===== src/rtl/can_irq_pkg.sv =====
package can_irq_pkg;
    localparam int REG_W   = 8;
    localparam int NUM_SRC = 4;

    // pending / enable bit positions (software decodes these)
    localparam int SRC_TX    = 0;
    localparam int SRC_STAT  = 1;
    localparam int SRC_OVR   = 2;
    localparam int SRC_TXERR = 3;
    localparam int IE_EARLY  = 4;
    localparam logic [REG_W-1:0] IE_MASK = REG_W'((1 << (IE_EARLY + 1)) - 1);

    // control/status bit positions
    localparam int CS_SRX  = 0;
    localparam int CS_EPSV = 1;
    localparam int CS_BOFF = 2;

    typedef enum logic [1:0] {
        SEL_IE   = 2'd0,
        SEL_CS   = 2'd1,
        SEL_PEND = 2'd2,
        SEL_NONE = 2'd3
    } wr_sel_e;

    typedef enum logic [1:0] {
        ST_ACTIVE  = 2'd0,
        ST_PASSIVE = 2'd1,
        ST_BUSOFF  = 2'd2
    } err_state_e;

    typedef struct packed {
        logic [REG_W-1:0] ie;
        logic             srx;
    } sw_regs_t;
endpackage


===== src/rtl/can_irq_errstate.sv =====
module can_irq_errstate
    import can_irq_pkg::*;
#(
    parameter int TEC_W         = 9,
    parameter int REC_W         = 8,
    parameter int PASSIVE_LIMIT = 128
) (
    input  logic             clk,
    input  logic             rst_n,
    input  logic [TEC_W-1:0] tec,
    input  logic [REC_W-1:0] rec,
    output err_state_e       state_q_o,
    output logic             changed_o
);
    localparam logic [TEC_W-1:0] BOFF_LIM = TEC_W'((1 << (TEC_W - 1)) - 1);
    localparam logic [TEC_W-1:0] PASS_TEC = TEC_W'(PASSIVE_LIMIT);
    localparam logic [REC_W-1:0] PASS_REC = REC_W'(PASSIVE_LIMIT);

    typedef struct packed {
        err_state_e st;
    } es_t;

    es_t s_d, s_q;

    always_comb begin
        s_d = s_q;
        if (tec > BOFF_LIM)
            s_d.st = ST_BUSOFF;
        else if ((tec >= PASS_TEC) || (rec >= PASS_REC))
            s_d.st = ST_PASSIVE;
        else
            s_d.st = ST_ACTIVE;
    end

    always_ff @(posedge clk or negedge rst_n) begin
        if (!rst_n) s_q <= '{st: ST_ACTIVE};
        else        s_q <= s_d;
    end

    assign state_q_o = s_q.st;
    assign changed_o = (s_d.st != s_q.st);
endmodule


===== src/rtl/can_irq_events.sv =====
module can_irq_events
    import can_irq_pkg::*;
(
    input  logic               evt_tx_done,
    input  logic               evt_arb_won,
    input  logic               evt_tx_err,
    input  logic               evt_store_req,
    input  logic               rx_buf_free,
    input  logic               evt_dominant,
    input  logic               run_mode,
    input  logic               early_tx,
    input  logic               state_chg,
    output logic [NUM_SRC-1:0] set_o
);
    always_comb begin
        set_o            = '0;
        set_o[SRC_TX]    = early_tx ? evt_arb_won : evt_tx_done;
        set_o[SRC_STAT]  = run_mode ? state_chg : evt_dominant;
        set_o[SRC_OVR]   = evt_store_req & ~rx_buf_free;
        set_o[SRC_TXERR] = evt_tx_err;
    end
endmodule


===== src/rtl/can_irq_pend.sv =====
module can_irq_pend #(
    parameter int N = 4
) (
    input  logic         clk,
    input  logic         rst_n,
    input  logic [N-1:0] set_i,
    input  logic [N-1:0] clr_i,
    input  logic [N-1:0] en_i,
    output logic [N-1:0] pend_o,
    output logic         irq_o
);
    typedef struct packed {
        logic [N-1:0] pend;
    } pd_t;

    pd_t          s_d, s_q;
    logic [N-1:0] nxt;

    for (genvar g = 0; g < N; g++) begin : g_flag
        // a new event outranks a software clear in the same cycle
        assign nxt[g] = set_i[g] | (s_q.pend[g] & ~clr_i[g]);
    end

    always_comb begin
        s_d      = s_q;
        s_d.pend = nxt;
    end

    always_ff @(posedge clk or negedge rst_n) begin
        if (!rst_n) s_q <= '0;
        else        s_q <= s_d;
    end

    assign pend_o = s_q.pend;
    assign irq_o  = |(s_q.pend & en_i);
endmodule


===== src/rtl/can_irq_status.sv =====
module can_irq_status
    import can_irq_pkg::*;
#(
    parameter int TEC_W         = 9,
    parameter int REC_W         = 8,
    parameter int PASSIVE_LIMIT = 128
) (
    input  logic               clk,
    input  logic               rst_n,
    input  logic               evt_tx_done,
    input  logic               evt_arb_won,
    input  logic               evt_tx_err,
    input  logic               evt_store_req,
    input  logic               rx_buf_free,
    input  logic               evt_dominant,
    input  logic               run_mode,
    input  logic [TEC_W-1:0]   tec,
    input  logic [REC_W-1:0]   rec,
    input  logic               wr_en,
    input  logic [1:0]         wr_sel,
    input  logic [REG_W-1:0]   wr_data,
    output logic [REG_W-1:0]   ie_rd,
    output logic [REG_W-1:0]   cs_rd,
    output logic [NUM_SRC-1:0] pend_rd,
    output logic               irq,
    output logic               err_passive,
    output logic               bus_off,
    output logic               self_rx_en
);
    sw_regs_t           r_d, r_q;
    err_state_e         est;
    logic               est_chg;
    logic [NUM_SRC-1:0] set_vec;
    logic [NUM_SRC-1:0] clr_vec;

    // software-visible registers
    always_comb begin
        r_d = r_q;
        if (wr_en && (wr_sel == SEL_IE))
            r_d.ie = wr_data & IE_MASK;
        if (wr_en && (wr_sel == SEL_CS))
            r_d.srx = wr_data[CS_SRX];
    end

    always_ff @(posedge clk or negedge rst_n) begin
        if (!rst_n) r_q <= '0;
        else        r_q <= r_d;
    end

    assign clr_vec = (wr_en && (wr_sel == SEL_PEND)) ? wr_data[NUM_SRC-1:0] : '0;

    can_irq_errstate #(
        .TEC_W(TEC_W), .REC_W(REC_W), .PASSIVE_LIMIT(PASSIVE_LIMIT)
    ) u_err (
        .clk(clk), .rst_n(rst_n), .tec(tec), .rec(rec),
        .state_q_o(est), .changed_o(est_chg)
    );

    can_irq_events u_evt (
        .evt_tx_done(evt_tx_done), .evt_arb_won(evt_arb_won),
        .evt_tx_err(evt_tx_err), .evt_store_req(evt_store_req),
        .rx_buf_free(rx_buf_free), .evt_dominant(evt_dominant),
        .run_mode(run_mode), .early_tx(r_q.ie[IE_EARLY]),
        .state_chg(est_chg), .set_o(set_vec)
    );

    can_irq_pend #(.N(NUM_SRC)) u_pend (
        .clk(clk), .rst_n(rst_n), .set_i(set_vec), .clr_i(clr_vec),
        .en_i(r_q.ie[NUM_SRC-1:0]), .pend_o(pend_rd), .irq_o(irq)
    );

    assign err_passive = (est == ST_PASSIVE);
    assign bus_off     = (est == ST_BUSOFF);
    assign self_rx_en  = r_q.srx;
    assign ie_rd       = r_q.ie;

    always_comb begin
        cs_rd          = '0;
        cs_rd[CS_SRX]  = r_q.srx;
        cs_rd[CS_EPSV] = err_passive;
        cs_rd[CS_BOFF] = bus_off;
    end
endmodule


===== config.mk =====
export PLATFORM = sky130hd
export DESIGN_NAME = can_irq_status
export DESIGN_NICKNAME = d
export VERILOG_FILES = /design/src/rtl/can_irq_pkg.sv /design/src/rtl/can_irq_errstate.sv /design/src/rtl/can_irq_events.sv /design/src/rtl/can_irq_pend.sv /design/src/rtl/can_irq_status.sv
export SDC_FILE = /design/constraint.sdc
export NUM_CORES = 1
export LEC_CHECK = 0
export ABC_AREA = 1
export CELL_PAD_IN_SITES_DETAIL_PLACEMENT = 1
export CELL_PAD_IN_SITES_GLOBAL_PLACEMENT = 2
export CORE_MARGIN = 2
export CORE_UTILIZATION = 16
export DETAILED_ROUTE_END_ITERATION = 8
export MAX_ROUTING_LAYER = met4
export PLACE_DENSITY = 0.85
export SETUP_SLACK_MARGIN = 0.4
export SKIP_LAST_GASP = 1
export SLEW_MARGIN = 30
export SYNTH_ARGS = -nofsm -noshare
export SYNTH_HDL_FRONTEND = slang
export SYNTH_HIERARCHICAL = 1
export SYNTH_SLANG_ARGS = --single-unit

===== constraint.sdc =====
create_clock -name clk -period 2 [get_ports clk]
set_input_delay 0.3 -clock clk [delete_from_list [all_inputs] [get_ports clk]]
set_output_delay 0.3 -clock clk [all_outputs]
set_load 0.005 [all_outputs]

======== Yosys cells after proc, flatten, opt, wreduce, memory -nomap -nowiden ========
Index checks and enable logic that the tools add are counted.
cells by class
  $lt $le $gt $ge ......................... 3
  equal/unequal tests ..................... 5
  muxes and demuxes ....................... 5
  bitwise logic cells ..................... 15
  reductions and logical operators ........ 6
operators with widths
  cell                  count
  $ge A9 B8 Y1 const B  1
  $gt A9 B8 Y1 const B  1
  $ge A8 B8 Y1 const B  1
  $and A1 B1 Y1         5
  $not A1 Y1            5
  $and A4 B4 Y4         1
  $eq A2 B1 Y1 const B  2
  $eq A2 B2 Y1 const B  2
  $mux W4               1
  $or A1 B1 Y1          4
  $reduce_or A4 Y1      1
  $logic_and A1 B1 Y1   3
  $mux W1               3
  $logic_not A2 Y1      1
  $mux W2               1
  $ne A2 B2 Y1          1
  $logic_or A1 B1 Y1    1
storage, ports and cells
  bits in registers ....................... 12
  input bits .............................. 37
  output and inout port bits .............. 24

======== Depth between registers and ports, before layout ========
  depth after elaboration ................. 7
  depth in mapped cells ................... 7

======== By module ========
Netlist, hierarchy kept.
modules (own cells, without submodules)
  module            times used  cells each  area an instance (µm²)
  can_irq_status    1           55          409.1
  can_irq_pend      1           21          178.9
  can_irq_errstate  1           14          107.6
  can_irq_events    1           11          45.0

======== Worst setup path after synthesis ========
No wires, ideal clock.
  path type ............................... reg-to-output
  from .................................... register u_err.s_q, in the netlist u_err/state_q_o[1]
  to ...................................... output port cs_rd[1]
  data arrival time ....................... 0.669 ns
  required time ........................... 1.700 ns
  path slack .............................. 1.031 ns
  cell stages (with the launch flop) ...... 3
  cells stage by stage .................... dfrtp_1 -> nor2_1 -> buf_4
on the way
  word-level cells in the longest chain between the ends .. 1
ends and longest elaborated chain
  item                      line                    text
  start: declaration        can_irq_errstate.sv:23  es_t s_d, s_q;
  start signal: assignment  can_irq_errstate.sv:36  if (!rst_n) s_q <= '{st: ST_ACTIVE};
  $eq A2 B1 Y1              can_irq_status.sv:72    assign err_passive = (est == ST_PASSIVE);
  end: declaration          can_irq_status.sv:23    output logic [REG_W-1:0] cs_rd,
No other way between the ends.

======== Final worst setup path ========
  from .................................... register u_pend.s_q, in the netlist u_pend/pend_o[2]
  to ...................................... output port pend_rd[2]
RTL lines
  item                      line                  text
  start: declaration        can_irq_pend.sv:16    pd_t s_d, s_q;
  start signal: assignment  can_irq_pend.sv:30    if (!rst_n) s_q <= '0;
  start signal: assignment  can_irq_pend.sv:31    else s_q <= s_d;
  end: declaration          can_irq_status.sv:24  output logic [NUM_SRC-1:0] pend_rd,
No word-level cell between the ends.

==> key figures <==
Synthesis
  – Predominant post-synthesis flop cell: sky130_fd_sc_hd__dfrtp_1
  – Most area-consuming cells after synthesis: sky130_fd_sc_hd__dfrtp_1 41%, sky130_fd_sc_hd__nand2_1 14%, sky130_fd_sc_hd__buf_4 13%, sky130_fd_sc_hd__inv_1 10%, sky130_fd_sc_hd__nand3_1 5.4%
  – Cell type with the largest total area after synthesis: sky130_fd_sc_hd__dfrtp_1
  – Number of flops mapped to enable cells by yosys: 0
  – Number of distinct standard cells referenced by the synthesized netlist: 17
  – Synthesized instance count: 101
  – Synth Area per Inst: approximately 7.3 um^2
  – Most common library cells after synthesis: 27 x sky130_fd_sc_hd__nand2_1, 20 x sky130_fd_sc_hd__inv_1, 13 x sky130_fd_sc_hd__buf_4, 12 x sky130_fd_sc_hd__dfrtp_1, 8 x sky130_fd_sc_hd__nand3_1
  – Fraction of registers with async set/reset: 1.00
  – Synth top area share: 0.405
  – Flops & latches, synth: 12
  – Top-count cell post-synth: sky130_fd_sc_hd__nand2_1
  – Post-synth design cell area: about 740 um^2
  – Warning count from the yosys run: 6
  – Share of the yosys chip area belonging to registers: 0.405

Setup path
  – Largest fanout of any net on the critical path: 2
  – Worst R2R Path Depth: 7
  – Startpoint of the most critical setup path: u_pend/pend_o[2]
  – Cell with the biggest individual delay on the critical path: sky130_fd_sc_hd__clkdlybuf4s50_1
  – Internal reg-to-reg setup slack: 0.86 ns
  – Endpoint of the most critical setup path: pend_rd[2]
  – Worst Setup Start Kind: register
  – Depth of the critical timing path with buffers and inverters included: 2
  – Launching point of the worst reg2reg path: u_err/state_q_o[0]
  – Delay contributed by the slowest stage of the critical path: roughly 0.50 ns
  – Worst reg2reg endpoint: u_pend/pend_o[1]
  – Critical Path Sink Type: output port
  – Crit-path leading delay family: buffers and inverters
  – Data arrival at the endpoint of the critical path: 1.22 ns
  – Required time of the worst setup path: 1.70 ns
  – Number of buffer and inverter stages on the critical path: 2
  – Category of the most critical setup path: register to output port
  – CP Cell Sequence: buf_4, clkdlybuf4s50_1

Timing
  – Setup repair after global routing missed its margin: false
  – Relative slew slack: 0.626
  – Upper clock frequency limit: ~660 MHz
  – Final-report hold violation count: 0
  – Layout Skew: 0.000144 ns
  – Final clock period utilization by the worst path: 0.762
  – Final Slew Violations: 0
  – Transition time at the pin with the least slew margin: roughly 0.56 ns
  – Sum of negative setup slack: 0 ns
  – Final Setup Violations: 0
  – Final critical-path required period: roughly 1.5 ns

Clock network
  – CTS Root Buffer Type: sky130_fd_sc_hd__clkbuf_8
  – Clock tree from TritonCTS: done
  – Bufs on Longest Clock Path: 2
  – Clock Pin Slew Worst Setup and Hold Paths: about 0.050 ns
  – Clock latency on the worst-skew pair: 0.24 ns
  – Clock tree sinks: 12
  – H-tree levels: 1
  – TritonCTS buffer count: 3

Place
  – Buffers on Ports: 35
  – Routability cong.: 0.671
  – HPWL after detailed placement: 1.49 mm

GRT
  – Number of global-route vias before repair: 737
  – Total congestion overflow: 0
  – Total global-route track usage: 0.0818
  – Wire length of the first global-routing pass: 3.13 mm
  – Initial antenna violation count: 0
  – Largest net degree at the start of global routing: 13

Pwr
  – Peak supply drop: about 0.00017 V
  – Net switching power figure: 201 uW
  – Clock power frac: 0.339
  – Leakage Power: 0.698 nW
  – Power per cell area: 644 nW/um^2
  – Portion of total power attributed to combinational logic: 0.297
  – Net switching fraction of the power: 0.255
  – Fraction of power consumed by sequential logic: 0.364
  – Cell-internal power: 587 uW

Floorplan
  – Die Footprint: 5190 um^2
  – Overall die height: 72.0 um
  – Top-Level Pins: 61
  – Core Region: 4410 um^2
  – Std cell rows: 24
  – Die extent in x: between 70 and 80 um
  – Initial Util: 0.168

Detailed routing
  – Pre-antenna DRT Iters: 4
  – Drt total wl: around 1.9 mm
  – Antenna violation net count after detailed routing: 0
  – Violation count after the first detailed-route iteration: 22
  – Vias per cell: 3.64
  – Average routed wire per standard cell: 9.91 um
  – Number of vias after detailed routing: 710
  – DRC violation count after routing: 0

Layout
  – Diodes inserted: 0
  – Utilization after layout: 0.277
  – Final net count: around 180
  – Share of layout cells above drive strength 1: 0.147
  – Area growth from synthesis to layout: 65.0%

Outcome
  – Status: finished clean

Flow run
  – Max-cap check violation count: 0

Hold path
  – Class of the tightest hold or removal check: primary input to asynchronous set/reset pin
-- per-layer routing --
metal	up-vias	part of all wire	track usage	routed length, um
li1	360	-	-	-
met2	25	0.54	0.150	1030
met5	-	0	-	0
met1	321	0.38	0.0831	727
met3	4	0.057	0.00833	110
met4	0	0.031	0.0503	59
-- registers in the layout, indices dropped and copies added (netlist names) --
register and count:
ie_rd 5, u_pend/pend_o 4, u_err/state_q_o 2, self_rx_en 1
-- through the flow --
stage                     power [mW]  area (um^2)  hold WS (ns)  std cells  worst slack (ns)
after floorplan                0.385          767       0.00441        108              1.03
after global placement         0.497         1080         0.485        181             0.481
after detailed placement       0.501         1080         0.491        181             0.452
after CTS                      0.793         1200         0.445        194             0.400
after global routing           0.831         1220         0.466        195             0.428
final                          0.788         1220         0.415        195             0.477
-- worst min path at each step --
| stage | cells past startpoint | slack [ns] | from | end |
|---|---|---|---|---|
| final | 1 | 0.41 | rst_n | self_rx_en |
| after global routing | 1 | 0.47 | rst_n | ie_rd[2] |
| after CTS | 1 | 0.45 | rst_n | self_rx_en |
| after detailed placement | 2 | 0.49 | ie_rd[3] | ie_rd[3] |
| after global placement | 2 | 0.48 | ie_rd[2] | ie_rd[2] |
| after floorplan | 0 | 0.004 | rst_n | ie_rd[0] |
-- area by class of cell --
type,instances,area (um^2)
tap,52,65.1
inverter,21,78.8
timing repair buffer,45,434
clock buffer,4,55.1
fill,537,3190
sequential,12,300
multi-input combinational,61,289
-- layout by cell type, fill, tap and decap left out, types with 2 or more instances in the layout --
cell type and instances:
sky130_fd_sc_hd__inv_1 20, sky130_fd_sc_hd__nand2_1 27, sky130_fd_sc_hd__nor2_2 2, sky130_fd_sc_hd__nand3_1 8, sky130_fd_sc_hd__nor2_1 6, sky130_fd_sc_hd__dlymetal6s2s_1 4, sky130_fd_sc_hd__conb_1 8, sky130_fd_sc_hd__o21bai_1 4
sky130_fd_sc_hd__clkbuf_8 4, sky130_fd_sc_hd__dfrtp_1 12, sky130_fd_sc_hd__buf_4 10, sky130_fd_sc_hd__clkdlybuf4s50_1 30
-- timing repair --
| action | in CTS | in global routing |
|---|---|---|
| setup buffers | 9 | 1 |
| setup endpoints to repair | 5 | 4 |
| pin swaps | 1 | 0 |
| hold buffers | 0 | 0 |
| resized for setup | 1 | 5 |
-- kinds of logic (layout without fill, tap and decap cells) --
kind of cell / Yosys count / after routing / synth area share
xor gates and xnor gates: 1 / 1 / 0.0118
other: 1 / 8 / 0.00506
buffers and inverters: 35 / 70 / 0.243
and+or+nand+nor: 47 / 47 / 0.282
DFF: 12 / 12 / 0.405
AOI/OAI and AO/OA: 5 / 5 / 0.0524
-- power by group through the flow --
stage	Combinational, mW	Sequential, mW	Clock (mW)
final	0.234	0.287	0.267
after global routing	0.262	0.291	0.279
after CTS	0.238	0.286	0.268
after detailed placement	0.205	0.297	0
after global placement	0.201	0.296	0
after floorplan	0.0900	0.295	0
No activity file was read; power rests on OpenSTA's default activity.
